<file path="config.mk">
export PLATFORM = sky130hd
export DESIGN_NAME = pkt_dma_seq
export DESIGN_NICKNAME = d
export VERILOG_FILES = /design/src/rtl/pkt_seq_pkg.sv /design/src/rtl/pkt_wait_timer.sv /design/src/rtl/pkt_exit_decode.sv /design/src/rtl/pkt_dma_seq.sv
export SDC_FILE = /design/constraint.sdc
export NUM_CORES = 1
export LEC_CHECK = 0
export ABC_AREA = 1
export BUFFER_PORTS_ARGS = -buffer_cell sky130_fd_sc_hd__buf_2
export CORE_MARGIN = 10
export CORE_UTILIZATION = 57
export DETAILED_ROUTE_END_ITERATION = 8
export HOLD_SLACK_MARGIN = 0.12
export PLACE_DENSITY_LB_ADDON = 0.08
export REMOVE_ABC_BUFFERS = 1
export SLEW_MARGIN = 20
export SYNTH_ARGS = -nofsm -noshare
export SYNTH_HDL_FRONTEND = slang
export SYNTH_HIERARCHICAL = 1
export SYNTH_SLANG_ARGS = --single-unit
</file>
<file path="constraint.sdc">
create_clock -name clk -period 3.52 [get_ports clk]
set_clock_uncertainty 0.05 [all_clocks]
set_input_delay 0.352 -clock clk [delete_from_list [all_inputs] [get_ports clk]]
set_output_delay 0.352 -clock clk [all_outputs]
set_load 0.005 [all_outputs]
</file>
<file path="src/rtl/pkt_seq_pkg.sv">
package pkt_seq_pkg;

  typedef enum logic [2:0] {
    S_IDLE  = 3'd0,
    S_CHKA  = 3'd1,
    S_SEND  = 3'd2,
    S_CHKB  = 3'd3,
    S_IWAIT = 3'd4,
    S_XFER  = 3'd5
  } seq_state_t;

  typedef enum logic [1:0] {
    X_IDLE    = 2'd0,
    X_QIRQ    = 2'd1,
    X_QSTAT   = 2'd2,
    X_SERVICE = 2'd3
  } exit_code_t;

  // Round a time in ns up to whole clock cycles.
  function automatic int unsigned ns_to_cycles(int unsigned ns, int unsigned mhz);
    return (ns * mhz + 999) / 1000;
  endfunction

  // Exit selection once BSY=0 and DRQ=0 in the second status check.
  function automatic exit_code_t late_exit(logic rel, logic serv, logic masked, logic q);
    if (serv)          return X_SERVICE;
    else if (rel || q) return masked ? X_QSTAT : X_QIRQ;
    else               return X_IDLE;
  endfunction

endpackage

</file>
<file path="src/rtl/pkt_wait_timer.sv">
module pkt_wait_timer #(
  parameter int unsigned CW = 8
) (
  input  logic          clk,
  input  logic          rst_n,
  input  logic          load,
  input  logic [CW-1:0] load_val,
  output logic          expired
);

  logic [CW-1:0] cnt;

  always_ff @(posedge clk or negedge rst_n) begin
    if (!rst_n)            cnt <= '0;
    else if (load)         cnt <= load_val;
    else if (cnt != '0)    cnt <= cnt - 1'b1;
  end

  assign expired = (cnt == '0);

  // Once run out, the timer stays run out until reloaded.
  p_hold_zero_r5: assert property (@(posedge clk) disable iff (!rst_n)
    expired && !load |=> expired);

endmodule

</file>
<file path="src/rtl/pkt_exit_decode.sv">
module pkt_exit_decode
  import pkt_seq_pkg::*;
(
  input  logic       bsy,
  input  logic       drq,
  input  logic       rel,
  input  logic       serv,
  input  logic       masked,
  input  logic       queue_nonempty,
  input  logic       late_check,
  output logic       valid,
  output exit_code_t code
);

  logic quiet;

  always_comb begin
    quiet = !bsy && !drq;
    if (late_check) begin
      valid = quiet;
      code  = late_exit(rel, serv, masked, queue_nonempty);
    end else begin
      valid = quiet && !rel && !serv;
      code  = X_IDLE;
    end
  end

endmodule

</file>
<file path="src/rtl/pkt_dma_seq.sv">
module pkt_dma_seq
  import pkt_seq_pkg::*;
#(
  parameter int unsigned CLK_MHZ      = 250,
  parameter int unsigned CMD_WAIT_NS  = 400,
  parameter int unsigned PIO_CYCLE_NS = 120
) (
  input  logic       clk,
  input  logic       rst_n,
  input  logic       start,
  input  logic       st_bsy,
  input  logic       st_drq,
  input  logic       st_rel,
  input  logic       st_serv,
  input  logic       st_err,
  input  logic       intrq,
  input  logic       dmarq,
  input  logic       irq_off,
  input  logic       queue_nonempty,
  input  logic       pkt_last,
  input  logic       dma_done,
  input  logic       dma_term,
  output logic       busy,
  output logic       status_rd,
  output logic       data_wr,
  output logic       dma_enable,
  output logic       done,
  output logic [1:0] exit_code,
  output logic       err_flag
);

  localparam int unsigned WAIT_A = ns_to_cycles(CMD_WAIT_NS, CLK_MHZ);
  localparam int unsigned WAIT_B = ns_to_cycles(PIO_CYCLE_NS, CLK_MHZ);
  localparam int unsigned WMAX   = (WAIT_A > WAIT_B) ? WAIT_A : WAIT_B;
  localparam int unsigned CW     = $clog2(WMAX + 1);

  seq_state_t    st, st_nxt;
  logic          tmr_load, tmr_zero;
  logic [CW-1:0] tmr_val;
  logic          in_check, sample, exit_now, x_valid;
  exit_code_t    x_code;

  pkt_wait_timer #(.CW(CW)) u_timer (
    .clk(clk), .rst_n(rst_n), .load(tmr_load), .load_val(tmr_val), .expired(tmr_zero)
  );

  pkt_exit_decode u_exit (
    .bsy(st_bsy), .drq(st_drq), .rel(st_rel), .serv(st_serv),
    .masked(irq_off), .queue_nonempty(queue_nonempty),
    .late_check(st == S_CHKB), .valid(x_valid), .code(x_code)
  );

  assign in_check = (st == S_CHKA) || (st == S_CHKB);
  assign sample   = in_check && tmr_zero;
  assign exit_now = sample && x_valid;

  always_comb begin
    st_nxt   = st;
    tmr_load = 1'b0;
    tmr_val  = '0;
    unique case (st)
      S_IDLE: if (start) begin
        st_nxt = S_CHKA; tmr_load = 1'b1; tmr_val = CW'(WAIT_A);
      end
      S_CHKA: if (sample) begin
        if (!st_bsy && st_drq) st_nxt = S_SEND;
        else if (x_valid)      st_nxt = S_IDLE;
      end
      S_SEND: if (pkt_last) begin
        if (irq_off) begin
          st_nxt = S_CHKB; tmr_load = 1'b1; tmr_val = CW'(WAIT_B);
        end else begin
          st_nxt = S_IWAIT;
        end
      end
      S_CHKB: if (sample) begin
        if (!st_bsy && st_drq && dmarq && irq_off) st_nxt = S_XFER;
        else if (x_valid)                           st_nxt = S_IDLE;
      end
      S_IWAIT: begin
        if (dmarq) st_nxt = S_XFER;
        else if (intrq && !irq_off) begin
          st_nxt = S_CHKB; tmr_load = 1'b1; tmr_val = '0;
        end
      end
      S_XFER: begin
        if (dma_done) begin
          if (irq_off) begin
            st_nxt = S_CHKB; tmr_load = 1'b1; tmr_val = CW'(WAIT_B);
          end else begin
            st_nxt = S_IWAIT;
          end
        end else if (dma_term) begin
          st_nxt = S_CHKB; tmr_load = 1'b1; tmr_val = CW'(WAIT_B);
        end
      end
      default: st_nxt = S_IDLE;
    endcase
  end

  always_ff @(posedge clk or negedge rst_n) begin
    if (!rst_n) begin
      st        <= S_IDLE;
      done      <= 1'b0;
      exit_code <= 2'd0;
      err_flag  <= 1'b0;
    end else begin
      st   <= st_nxt;
      done <= exit_now;
      if (exit_now) begin
        exit_code <= x_code;
        err_flag  <= st_err;
      end
    end
  end

  assign busy       = (st != S_IDLE);
  assign status_rd  = sample;
  assign data_wr    = (st == S_SEND);
  assign dma_enable = (st == S_XFER);

  p_first_wait_r2: assert property (@(posedge clk) disable iff (!rst_n)
    $rose(busy) |-> !status_rd);
  p_send_hold_r4: assert property (@(posedge clk) disable iff (!rst_n)
    data_wr && !pkt_last |=> data_wr);
  p_dma_entry_r8: assert property (@(posedge clk) disable iff (!rst_n)
    $rose(dma_enable) |-> $past(dmarq));
  p_dma_alone_r9: assert property (@(posedge clk) disable iff (!rst_n)
    dma_enable |-> !data_wr && !status_rd);
  p_done_pulse_r10: assert property (@(posedge clk) disable iff (!rst_n)
    done |=> !done);
  p_done_cause_r10: assert property (@(posedge clk) disable iff (!rst_n)
    done |-> $past(status_rd) && !busy);

endmodule

</file>
==> impl_metrics.json <==
{
  "grt_setup_unrepaired": "no",
  "row_count": 15,
  "slew_violations": 0,
  "commonest_cells_after_routing_fill_and_taps_aside": "sky130_fd_sc_hd__nand2_1, sky130_fd_sc_hd__nor2_1, sky130_fd_sc_hd__inv_1, sky130_fd_sc_hd__buf_2, sky130_fd_sc_hd__nand3_1",
  "finalSetupTns_ns": 0,
  "detail-route-antenna-nets": 0,
  "shortest_clock_period_the_worst_path_allows_after_layout_ns": 2.07,
  "post_synthesis_average_cell_area_sq_um": 6.39,
  "route.detailed.wl_per_inst_um": 12.5,
  "cts_max_level": 1,
  "synth.yosys.warnings": 6,
  "cts_inserted_buffers": 3,
  "core_sq_um": 1800,
  "floorplan.die.width_um": 64.3,
  "drt_pass1_iterations": 4,
  "gp_congestion": 0.919,
  "floorplan.die_area_sq_um": 4130,
  "critPathLaunchType": "flip-flop",
  "remaining_drc_errors": 0,
  "clockRootBuffer": "sky130_fd_sc_hd__clkbuf_4",
  "maximum_number_of_pins_on_one_net_before_global_route_repair": 15,
  "max-vdd-ir-drop_uv": 621,
  "number_of_nets_in_the_layout": 218,
  "min-delay-path-class": "in -> reg",
  "critical_path.max_fanout": 11,
  "worst_setup_path_end_kind": "flip-flop",
  "grt_pass1_vias": 1076,
  "pwr_density_cell_nw_per_um2": 769,
  "status": "finished, final reports clean",
  "cap_viol_max_count": 0,
  "ioPinCount": 23,
  "via_count": 1130,
  "post_synth_inst_count": 175,
  "detail_route.wirelength_mm": 2.82,
  "global_route.usage.total_pct": 13.7,
  "synthDistinctLibCells": 23,
  "route.detailed.vias_per_inst": 5.02,
  "criticalPathCategory": "reg -> reg",
  "synth.ff_latch_count": 14,
  "p_total_mw": 0.993,
  "buffer_ports.inserted": 22,
  "hpwl_mm": 2.32,
  "synthesis.area_sq_um": 1120,
  "total_leakage_power_nw": 0.750,
  "clockBufferDepth": 2,
  "final_common_cell": "sky130_fd_sc_hd__nand2_1",
  "post_cts.repair.setup_buffers": 0,
  "die_h_um": 64.3,
  "worst_ep_arrival_time_ns": 2.23,
  "grt_antenna_before_repair": 0,
  "final_antenna_diode_count": 0,
  "number_of_drc_markers_after_the_initial_detailed_route_iteration": 53,
  "cts_resized": 0,
  "final_layout_size_suffix_gt1_share_pct": 20.0,
  "area_growth_synth_to_finish_pct": 15.3,
  "tritoncts": "built",
  "hold_viol_final": 0,
  "cp.required_ns": 3.68,
  "fmax_mhz": 483,
  "finalSetupViolCount": 0,
  "post-route-util_pct": 71.6,
  "clk-insertion-delay-late_ns": 0.28,
  "period_share_pct": 58.8,
  "clock-sinks": 14,
  "grt.overflow.total": 0,
  "clkSlewWorstSetupHoldPaths_ns": 0.09,
  "effective_utilization_at_floorplan_pct": 62.1,
  "synth_sequential_area_ratio_pct": 31.3,
  "grt_first_pass_wirelength_mm": 4.72
}
[final timing paths]
check	start	endpoint	slack, ns	depth (start not counted)
worst max-delay path	st[0]	u_timer/cnt[2]	1.45	10
worst min-delay path	st_err	err_flag	0.21	3
worst max register to register	st[0]	u_timer/cnt[2]	1.45	10
worst min register to register	err_flag	err_flag	0.43	2
max in group asynchronous	rst_n	exit_code[0]	2.75	2
min in group asynchronous	rst_n	u_timer/cnt[3]	0.43	2
[repair_timing]
item	in CTS	in global routing
hold buffers	1	0
endpoints found under the hold margin	14	0
endpoints found under the setup margin	0	0
[cell usage after synthesis, drive strengths merged]
cell type	instances	area share, %
a21oi	2	0.89
o21bai	1	0.67
nand3	16	7.6
nor2	29	14
dfrtp	14	31
nand4	2	1.1
xnor2	1	0.78
xor2	2	1.6
ha	2	2.2
o21ai	10	4.5
inv	26	8.7
buf	2	1.5
nand2	65	24
conb	1	0.34
o21a	2	1.3
[registers in the layout, summed over array words and instances, names as in the netlist]
name / cells
done: 1
st: 3
err_flag: 1
exit_code: 2
u_timer/cnt: 7
[cell families (layout without fill, tap and decap cells)]
| family | count (synthesis) | count (layout) | synth area share [%] |
|---|---|---|---|
| xor gates and xnor gates | 3 | 3 | 2.35 |
| AOI/OAI and AO/OA | 15 | 15 | 7.38 |
| DFF | 14 | 14 | 31.3 |
| other | 1 | 1 | 0.335 |
| and+or+nand+nor | 112 | 112 | 46.2 |
| adders and majority gates | 2 | 2 | 2.24 |
| buffers and inverters | 28 | 53 | 10.2 |
[layer usage]
layer / GRT usage, % / part of all wire, %
met3: 4.36 / 7.4
met5: 0 / 0
met2: 21.7 / 48
met1: 17.6 / 43
met4: 2.94 / 1.6
[cell type report]
cell class,count,area [sq um]
sequential,14,350
multi-input combinational,133,654
inverter,26,97.6
fill,163,512
tap,25,31.3
clock buffer,4,36.3
timing repair buffer,23,120
[per-stage QoR]
stage / instance area [sq um] / worst slack, ns / cells / hold slack (ns)
floorplan: 1100 / 1.82 / 173 / 0.00641
global placement: 1240 / 1.61 / 220 / 0.212
detailed placement: 1240 / 1.50 / 220 / 0.209
CTS: 1290 / 1.47 / 225 / 0.217
global route: 1290 / 1.25 / 225 / 0.228
finish: 1290 / 1.45 / 225 / 0.214
[report_power, final]
group          switching (mW)  internal (mW)  total (mW)
Clock                  0.0552         0.0630       0.118
Combinational           0.372          0.210       0.582
Sequential             0.0714          0.221       0.292
Total                   0.498          0.494       0.993
[critical path, stage by stage, from the launching register on]
cell                      delay (ns)
sky130_fd_sc_hd__dfrtp_1        0.55
sky130_fd_sc_hd__inv_1          0.10
sky130_fd_sc_hd__nand3_1        0.14
sky130_fd_sc_hd__nor2_1         0.07
sky130_fd_sc_hd__nand2_1        0.05
sky130_fd_sc_hd__nand2_1        0.12
sky130_fd_sc_hd__inv_1          0.10
sky130_fd_sc_hd__nand3_1        0.33
sky130_fd_sc_hd__inv_1          0.24
sky130_fd_sc_hd__o21ai_0        0.10
sky130_fd_sc_hd__o21ai_0        0.15
Power figures use the tool's default switching activity.
